===== config.mk =====
export PLATFORM = sky130hd
export DESIGN_NAME = pulse_phase_meter
export DESIGN_NICKNAME = d
export VERILOG_FILES = /design/src/rtl/pwm_meas_pkg.sv /design/src/rtl/pin_edge_sync.sv /design/src/rtl/phase_counter.sv /design/src/rtl/pulse_phase_meter.sv
export SDC_FILE = /design/constraint.sdc
export NUM_CORES = 1
export LEC_CHECK = 0
export BUFFER_PORTS_ARGS = -buffer_cell sky130_fd_sc_hd__clkbuf_2
export CAP_MARGIN = 20
export CELL_PAD_IN_SITES_DETAIL_PLACEMENT = 1
export CELL_PAD_IN_SITES_GLOBAL_PLACEMENT = 1
export CORE_ASPECT_RATIO = 0.7
export CORE_MARGIN = 4
export CORE_UTILIZATION = 35
export CTS_BUF_LIST = sky130_fd_sc_hd__clkbuf_8
export CTS_CLUSTER_DIAMETER = 80
export DETAILED_ROUTE_END_ITERATION = 16
export MAX_ROUTING_LAYER = met4
export PLACE_DENSITY_LB_ADDON = 0.1
export SLEW_MARGIN = 20
export SYNTH_ARGS = -nofsm -noshare
export SYNTH_HDL_FRONTEND = slang
export SYNTH_SLANG_ARGS = --single-unit

===== constraint.sdc =====
create_clock -name clk -period 2 [get_ports clk]
set_input_delay 0.2 -clock clk [delete_from_list [all_inputs] [get_ports clk]]
set_output_delay 0.2 -clock clk [all_outputs]
set_load 0.05 [all_outputs]

===== src/rtl/pwm_meas_pkg.sv =====
package pwm_meas_pkg;

    localparam int unsigned SYNC_STAGES = 2;

    typedef struct packed {
        logic level;
        logic rise;
        logic fall;
    } edge_info_t;

endpackage


===== src/rtl/pin_edge_sync.sv =====
module pin_edge_sync
    import pwm_meas_pkg::*;
#(
    parameter int unsigned STAGES = SYNC_STAGES
) (
    input  logic       clk,
    input  logic       rst_n,
    input  logic       pin_in,
    output edge_info_t edge_o
);

    localparam int unsigned TOP = STAGES - 1;

    typedef struct packed {
        logic [STAGES-1:0] chain;
        logic              prev;
    } sync_state_t;

    sync_state_t st_d, st_q;

    always_comb begin
        st_d = st_q;
        if (STAGES > 1) begin
            st_d.chain = {st_q.chain[STAGES-2:0], pin_in};
        end else begin
            st_d.chain[0] = pin_in;
        end
        st_d.prev = st_q.chain[TOP];
    end

    always_ff @(posedge clk or negedge rst_n) begin
        if (!rst_n) begin
            st_q <= '0;
        end else begin
            st_q <= st_d;
        end
    end

    assign edge_o.level = st_q.chain[TOP];
    assign edge_o.rise  = st_q.chain[TOP] & ~st_q.prev;
    assign edge_o.fall  = ~st_q.chain[TOP] & st_q.prev;

endmodule


===== src/rtl/phase_counter.sv =====
module phase_counter
    import pwm_meas_pkg::*;
#(
    parameter int unsigned W      = 8,
    parameter logic        ACTIVE = 1'b1
) (
    input  logic         clk,
    input  logic         rst_n,
    input  logic         enable,
    input  edge_info_t   edge_i,
    output logic [W-1:0] count_o,
    output logic [W-1:0] width_o
);

    localparam logic [W-1:0] CNT_MAX = {W{1'b1}};
    localparam logic [W-1:0] CNT_ONE = {{(W-1){1'b0}}, 1'b1};

    typedef struct packed {
        logic [W-1:0] cnt;
        logic [W-1:0] cap;
    } ctr_state_t;

    ctr_state_t st_d, st_q;
    logic       in_phase;
    logic       opens;
    logic       closes;

    always_comb begin
        in_phase = (edge_i.level == ACTIVE);
        opens    = ACTIVE ? edge_i.rise : edge_i.fall;
        closes   = ACTIVE ? edge_i.fall : edge_i.rise;
        st_d     = st_q;
        if (!enable) begin
            st_d.cnt = '0;
        end else if (in_phase) begin
            if (opens) begin
                st_d.cnt = CNT_ONE;
            end else if (st_q.cnt != CNT_MAX) begin
                st_d.cnt = st_q.cnt + CNT_ONE;
            end
        end else if (closes) begin
            st_d.cap = st_q.cnt;
        end
    end

    always_ff @(posedge clk or negedge rst_n) begin
        if (!rst_n) begin
            st_q <= '0;
        end else begin
            st_q <= st_d;
        end
    end

    assign count_o = st_q.cnt;
    assign width_o = st_q.cap;

endmodule


===== src/rtl/pulse_phase_meter.sv =====
module pulse_phase_meter
    import pwm_meas_pkg::*;
#(
    parameter int unsigned W = 8
) (
    input  logic         clk,
    input  logic         rst_n,
    input  logic         enable,
    input  logic         pin_in,
    output logic [W-1:0] hi_cnt,
    output logic [W-1:0] lo_cnt,
    output logic [W-1:0] hi_width,
    output logic [W-1:0] lo_width,
    output logic         rise_irq,
    output logic         fall_irq
);

    localparam int unsigned PHASES = 2;

    edge_info_t   edge_w;
    logic [W-1:0] cnt_w [PHASES];
    logic [W-1:0] cap_w [PHASES];

    pin_edge_sync #(.STAGES(SYNC_STAGES)) u_sync (
        .clk    (clk),
        .rst_n  (rst_n),
        .pin_in (pin_in),
        .edge_o (edge_w)
    );

    for (genvar gi = 0; gi < PHASES; gi++) begin : g_phase
        phase_counter #(
            .W      (W),
            .ACTIVE (gi[0])
        ) u_ctr (
            .clk     (clk),
            .rst_n   (rst_n),
            .enable  (enable),
            .edge_i  (edge_w),
            .count_o (cnt_w[gi]),
            .width_o (cap_w[gi])
        );
    end

    assign lo_cnt   = cnt_w[0];
    assign hi_cnt   = cnt_w[1];
    assign lo_width = cap_w[0];
    assign hi_width = cap_w[1];
    assign rise_irq = enable & edge_w.rise;
    assign fall_irq = enable & edge_w.fall;

endmodule


* After elaboration in Yosys (flattened, before gate mapping) *
Cells that the tools add are included.

word-level totals
  input bits = 4
  word-level logic and storage cells = 32
  bits in registers = 35

cells by class
  add/subtract/negate cells = 2
  bitwise operators = 6
  multiplexer cells = 8
  reductions and logical operators = 4
  eq/ne operators = 6

operators by type and width
  kind                 number
  $mux 8               8
  $add 8x1->8 const B  2
  $ne 8x8->1 const B   2
  $ne 3x1->1 const B   2
  $reduce_and 3->1     2
  $and 1x1->1          4
  $reduce_and 2->1     2
  $ne 2x1->1 const B   1
  $ne 2x2->1 const B   1
  $not 1->1            2

* Longest topological paths before layout *
  depth in word-level cells = 5
  gate-level depth with buffers = 5

* By module *
From an unflattened synthesis, not the netlist that was laid out.

unflattened totals
  cells, all modules = 151
  area total of the unflattened synthesis = 1699.1 µm²

by module, submodules not included
  module                             instances  cells each  area an instance (µm²)  seq. area each (µm²)
  phase_counter at g_phase[0].u_ctr  1          74          804.5                   400.4
  phase_counter at g_phase[1].u_ctr  1          69          784.5                   400.4
  pin_edge_sync                      1          6           97.6                    75.1
  pulse_phase_meter                  1          2           12.5                    0.0

* Worst setup path after synthesis *
No wires, ideal clock.

  path type = reg-to-reg
  start point = reg g_phase[0].u_ctr.st_q, in the netlist g_phase[0].u_ctr.count_o[0]
  end point = reg g_phase[0].u_ctr.st_q, in the netlist g_phase[0].u_ctr.count_o[5]
  arrival = 1761 ps
  path slack = 159 ps
  required time = 1920 ps
  cell stages (with the launch flop) = 6
  cells stage by stage = dfrtp_1 -> ha_1 -> nand3_2 -> nor3_4 -> and4b_1 -> nor3_2

on the way
  word-level cells in the longest chain between the ends = 5

ends and longest elaborated chain
  element                 line                 text
  from (decl)             phase_counter.sv:23  ctr_state_t st_d, st_q;
  from (signal assigned)  phase_counter.sv:50  st_q <= st_d;
  $add 8x1->8             phase_counter.sv:39  st_d.cnt = st_q.cnt + CNT_ONE;
  $mux 8                  phase_counter.sv:38  end else if (st_q.cnt != CNT_MAX) begin
  $mux 8                  phase_counter.sv:36  if (opens) begin
  $mux 8                  phase_counter.sv:35  end else if (in_phase) begin
  $mux 8                  phase_counter.sv:33  if (!enable) begin

Parallel ways exist; a longest one is shown, timed or not. The select of a mux whose other input is x is not followed.
A chain may end at the register's enable or synchronous reset.

* Final worst setup path *
  start point = reg u_sync.st_q[0] (netlist bit)
  end point = out rise_irq

on the way
  word-level cells in the longest chain between the ends = 3

ends and longest elaborated chain
  element                 line                     text
  from (decl)             pin_edge_sync.sv:19      sync_state_t st_d, st_q;
  from (signal assigned)  pin_edge_sync.sv:35      st_q <= st_d;
  $not 1->1               pin_edge_sync.sv:40      assign edge_o.rise = st_q.chain[TOP] & ~st_q.prev;
  $and 1x1->1             pin_edge_sync.sv:40
  $and 1x1->1             pulse_phase_meter.sv:49  assign rise_irq = enable & edge_w.rise;
  to (decl)               pulse_phase_meter.sv:14  output logic rise_irq,

Every way passes these cells.

==> impl_metrics.prom <==
# TYPE chip_impl_metric gauge
chip_impl_info{name="outcome",value="finished, final reports clean"} 1
chip_impl_metric{name="worst-endpoint-required",unit="ns"} 1.80
chip_impl_metric{name="postLayoutSetupSlackWorst",unit="ns"} 0.156
chip_impl_info{name="grt-busiest-layer",value="met1"} 1
chip_impl_metric{name="setup.reg_to_reg.worst_slack",unit="ns"} 0.30
chip_impl_metric{name="dr.pass1.iters",unit=""} 4
chip_impl_metric{name="cp_data_arrival_time",unit="ns"} 1.64
chip_impl_metric{name="cap_viol_max_count",unit=""} 0
chip_impl_metric{name="antenna_found_initial",unit=""} 0
chip_impl_metric{name="post-synth-top-area-fraction",unit="%"} 53.6
chip_impl_metric{name="global_route_congestion_overflow_total",unit=""} 0
chip_impl_metric{name="cts.sinks",unit=""} 35
chip_impl_info{name="rsz0062_at_grt",value="false"} 1
chip_impl_metric{name="placement_rows",unit=""} 20
chip_impl_metric{name="finalWorstPathRequiredPeriod",unit="ns"} 1.84
chip_impl_metric{name="synth.lib_cells_used.distinct",unit=""} 37
chip_impl_metric{name="final-max-slew-violation-count",unit=""} 0
chip_impl_metric{name="power.static_leakage",unit="nW"} 0.978
chip_impl_metric{name="syn-num-nets",unit=""} 153
chip_impl_metric{name="area_growth_syn_to_layout",unit="%"} 19.9
chip_impl_metric{name="share_of_synthesized_area_occupied_by_flip_flops_and_latches",unit="%"} 53.6
chip_impl_metric{name="final.setup_skew",unit="ns"} 0.00288
chip_impl_metric{name="clk_path_buf_depth",unit=""} 2
chip_impl_metric{name="post-dp-hpwl",unit="um"} 2990
chip_impl_metric{name="synth_area_in_compound_gates",unit="%"} 10.9
chip_impl_metric{name="pwr-share-comb",unit="%"} 11.5
chip_impl_metric{name="syn-instance-count",unit=""} 147
chip_impl_info{name="most_common_cell_after_layout_fill_and_taps_aside",value="sky130_fd_sc_hd__clkbuf_2"} 1
chip_impl_metric{name="final.period_utilization",unit="%"} 92.2
chip_impl_metric{name="port_buffers",unit=""} 37
chip_impl_metric{name="register_area",unit="um^2"} 876
chip_impl_metric{name="finalNetCount",unit=""} 196
chip_impl_metric{name="synth-adder-area-share",unit="%"} 1.53
chip_impl_info{name="timing.hold.worst_endpoint",value="u_sync.st_d[2]"} 1
chip_impl_metric{name="detail_route.wl_per_cell",unit="um"} 16.2
chip_impl_metric{name="postRouteAntennaNets",unit=""} 0
chip_impl_metric{name="power.share.switching",unit="%"} 27.1
chip_impl_metric{name="clock_power_share",unit="%"} 33.7
chip_impl_metric{name="total_switching_power",unit="uW"} 369
chip_impl_metric{name="post_synth_and_or_nand_nor_area_fraction",unit="%"} 21.1
chip_impl_metric{name="utilization",unit="%"} 44.3
chip_impl_metric{name="path_clk_slew",unit="ns"} 0.06
chip_impl_info{name="worstSetupEndpointType",value="primary output"} 1
chip_impl_metric{name="clock.fmax",unit="MHz"} 542
chip_impl_metric{name="aggregate_global_route_resource_usage",unit="%"} 16.0
chip_impl_metric{name="seqPwrFrac",unit="%"} 54.8
chip_impl_metric{name="remaining_drc_errors",unit=""} 0
chip_impl_metric{name="synth_mux_area_share",unit="%"} 9.64
chip_impl_metric{name="die_area",unit="mm^2"} 0.00585
chip_impl_metric{name="synthXorXnorAreaFrac",unit="%"} 0
chip_impl_metric{name="total_power",unit="mW"} 1.36
chip_impl_info{name="top_post_synthesis_cells_by_area",value="sky130_fd_sc_hd__dfrtp_1, sky130_fd_sc_hd__mux2_2, sky130_fd_sc_hd__a21oi_1"} 1
chip_impl_metric{name="fp.coreArea",unit="mm^2"} 0.00443
chip_impl_metric{name="reg2reg_depth",unit=""} 5
chip_impl_info{name="combinational_family_with_the_most_area_after_synthesis",value="simple AND/OR/NAND/NOR gates"} 1
chip_impl_metric{name="totalWireLength",unit="um"} 3960
chip_impl_metric{name="cts_hold_repair.buffers",unit=""} 1
chip_impl_metric{name="initial_core_util",unit="%"} 36.9
chip_impl_metric{name="multiInputGateArea",unit="um^2"} 707
chip_impl_metric{name="setup_violations",unit=""} 0
chip_impl_metric{name="number_of_failing_hold_endpoints_at_the_final_stage",unit=""} 0
chip_impl_metric{name="grt_pass1_wl",unit="um"} 7140
chip_impl_metric{name="cts-resized-gates",unit=""} 0
chip_impl_metric{name="powerDensity",unit="mW/mm^2"} 694
chip_impl_metric{name="globalplace.congestion",unit=""} 0.814
chip_impl_metric{name="fraction_of_met3_tracks_used_by_global_routing",unit="%"} 4.35
chip_impl_metric{name="die_height",unit="um"} 65.2
chip_impl_metric{name="filler_cell_count",unit=""} 523
chip_impl_metric{name="tns",unit="ns"} 0
chip_impl_metric{name="ys_warn_count",unit=""} 0
chip_impl_metric{name="dr.first_iter.drc_count",unit=""} 22
chip_impl_metric{name="synth_area_per_cell",unit="um^2"} 11.1
chip_impl_metric{name="cell_internal_pwr",unit="uW"} 992
chip_impl_metric{name="met1_usage",unit="%"} 23.4
chip_impl_metric{name="area_of_the_mapped_netlist",unit="mm^2"} 0.00164
chip_impl_metric{name="num_vias",unit=""} 1290
chip_impl_metric{name="grt_max_degree",unit=""} 23
chip_impl_info{name="worstSetupStartpointType",value="register"} 1
chip_impl_info{name="hp-class",value="in -> reg"} 1
chip_impl_metric{name="non_filler_instance_count_after_layout",unit=""} 244
chip_impl_metric{name="worst_pin_slew",unit="ns"} 0.477
chip_impl_metric{name="irDropWorstVdd",unit="uV"} 343
chip_impl_info{name="timing.rr.end",value="g_phase[1].u_ctr.count_o[4]"} 1
chip_impl_metric{name="post_route_cells_drive_above_1_share",unit="%"} 33.3
chip_impl_metric{name="cts_buf_count",unit=""} 5
chip_impl_metric{name="routed_via_density",unit=""} 5.29
chip_impl_info{name="hp-start",value="pin_in"} 1
chip_impl_metric{name="postCtsSetupRepairBufs",unit=""} 0
chip_impl_info{name="clk_root_buffer_cell",value="sky130_fd_sc_hd__clkbuf_8"} 1
chip_impl_metric{name="synth_seq_cells",unit=""} 35
chip_impl_info{name="cts_tree",value="done"} 1
chip_impl_metric{name="clock_insertion_delay_worst_skew",unit="ns"} 0.28
chip_impl_metric{name="dp_cells",unit=""} 237
chip_impl_info{name="worstSetupPathType",value="reg -> out"} 1
chip_impl_metric{name="grt_pass1_vias",unit=""} 1339
chip_impl_metric{name="timing.hold.worst_path_depth",unit=""} 1
chip_impl_metric{name="critical_path_peak_fanout",unit=""} 11
chip_impl_metric{name="slew_headroom",unit="%"} 68.0
chip_impl_metric{name="diodes",unit=""} 0
chip_impl_metric{name="gr-usage-met2",unit="%"} 21.3
chip_impl_metric{name="place_ws",unit="ns"} 0.331
chip_impl_metric{name="clock_tree.htree_level_count",unit=""} 2
chip_impl_info{name="regToRegStartpoint",value="g_phase[1].u_ctr.count_o[0]"} 1
chip_impl_metric{name="pin_count",unit=""} 38
chip_impl_info{name="layout.cells.most_common_list",value="sky130_fd_sc_hd__clkbuf_2, sky130_fd_sc_hd__dfrtp_1, sky130_fd_sc_hd__nand2_1"} 1
chip_impl_info{name="synth_top_cell_by_area",value="sky130_fd_sc_hd__dfrtp_1"} 1
chip_impl_metric{name="fp.dieW",unit="um"} 89.7
==> cell type report <==
cell class	instances	share of cell area [%]
sequential	35	44.7
multi-input combinational	101	36.1
timing repair buffer	40	10.7
clock buffer	5	3.51
tap	55	3.51
inverter	7	1.34
clock inverter	1	0.191
==> sequential cells by signal, summed over array words and instances (netlist names) <==
name	flops
g_phase.u_ctr.width_o	16
u_sync.edge_o	1
g_phase.u_ctr.count_o	16
u_sync.st_q	1
u_sync.st_d	1
==> layer usage <==
layer / vias to the layer above / part of all wire, % / wire length [um]
li1: 621 / - / -
met1: 634 / 55 / 2170
met2: 30 / 40 / 1570
met3: 5 / 4.8 / 191
met4: 0 / 0.91 / 36
met5: - / 0 / 0
==> metrics by stage <==
stage	instance area [um^2]	hold slack [ns]
2_1_floorplan	1640	-0.0956
3_3_place_gp	1880	0.115
3_5_place_dp	1880	0.123
4_1_cts	1960	0.0121
5_1_grt	1960	0.0187
6_report	1960	0.0243
==> power groups by stage <==
stage / combinational, mW / clock (mW) / sequential, mW
floorplan: 0.0537 / 0 / 0.807
global placement: 0.157 / 0 / 0.756
detailed placement: 0.158 / 0 / 0.758
CTS: 0.160 / 0.488 / 0.744
global route: 0.172 / 0.520 / 0.748
finish: 0.157 / 0.459 / 0.745
==> how the worst max path moves through the flow <==
stage                                      from                          end  slack (ns)  cells after the start
finish                           u_sync.st_q[0]                     rise_irq        0.16                      4
global route                     u_sync.st_q[0]                     rise_irq        0.02                      4
CTS                              u_sync.st_q[0]                     rise_irq        0.12                      4
detailed placement  g_phase[1].u_ctr.count_o[0]  g_phase[1].u_ctr.count_o[4]        0.33                      5
global placement    g_phase[1].u_ctr.count_o[0]  g_phase[1].u_ctr.count_o[4]        0.40                      5
floorplan           g_phase[0].u_ctr.count_o[0]  g_phase[0].u_ctr.count_o[5]        0.16                      5
==> synth_stat cells <==
cell type and number:
sky130_fd_sc_hd__a211oi_1 3, sky130_fd_sc_hd__a21oi_1 9, sky130_fd_sc_hd__a31oi_1 1, sky130_fd_sc_hd__and2_1 2, sky130_fd_sc_hd__and3_1 1, sky130_fd_sc_hd__and4b_1 2
sky130_fd_sc_hd__buf_2 3, sky130_fd_sc_hd__buf_6 1, sky130_fd_sc_hd__dfrtp_1 35, sky130_fd_sc_hd__ha_1 2, sky130_fd_sc_hd__inv_1 7, sky130_fd_sc_hd__mux2_1 4
sky130_fd_sc_hd__mux2_2 10, sky130_fd_sc_hd__nand2_1 11, sky130_fd_sc_hd__nand2_2 1, sky130_fd_sc_hd__nand3_1 7, sky130_fd_sc_hd__nand3_2 3, sky130_fd_sc_hd__nand4_1 4
sky130_fd_sc_hd__nand4_4 1, sky130_fd_sc_hd__nor2_1 8, sky130_fd_sc_hd__nor2b_1 1, sky130_fd_sc_hd__nor2b_2 1, sky130_fd_sc_hd__nor3_1 9, sky130_fd_sc_hd__nor3_2 1
sky130_fd_sc_hd__nor3_4 1, sky130_fd_sc_hd__nor3b_1 1, sky130_fd_sc_hd__nor4b_1 1, sky130_fd_sc_hd__o2111ai_1 1, sky130_fd_sc_hd__o211ai_1 1, sky130_fd_sc_hd__o21a_1 1
sky130_fd_sc_hd__o21ai_0 6, sky130_fd_sc_hd__o21ai_1 2, sky130_fd_sc_hd__o21ai_4 1, sky130_fd_sc_hd__o31a_1 1, sky130_fd_sc_hd__o31ai_1 1, sky130_fd_sc_hd__o41ai_1 1
sky130_fd_sc_hd__or4_1 2
==> cell families after synthesis <==
family	after synthesis
flops	35
compound gates	28
buf+inv	11
mux	14
simple gates	57
fa+ha+maj	2
==> worst max-delay path: stages (launching register included) <==
cell and delay, ns:
sky130_fd_sc_hd__dfrtp_1 0.52, sky130_fd_sc_hd__nor2b_2 0.26, sky130_fd_sc_hd__nand2_2 0.21, sky130_fd_sc_hd__inv_1 0.09
sky130_fd_sc_hd__clkbuf_2 0.27
(Power assumes the default switching activity.)
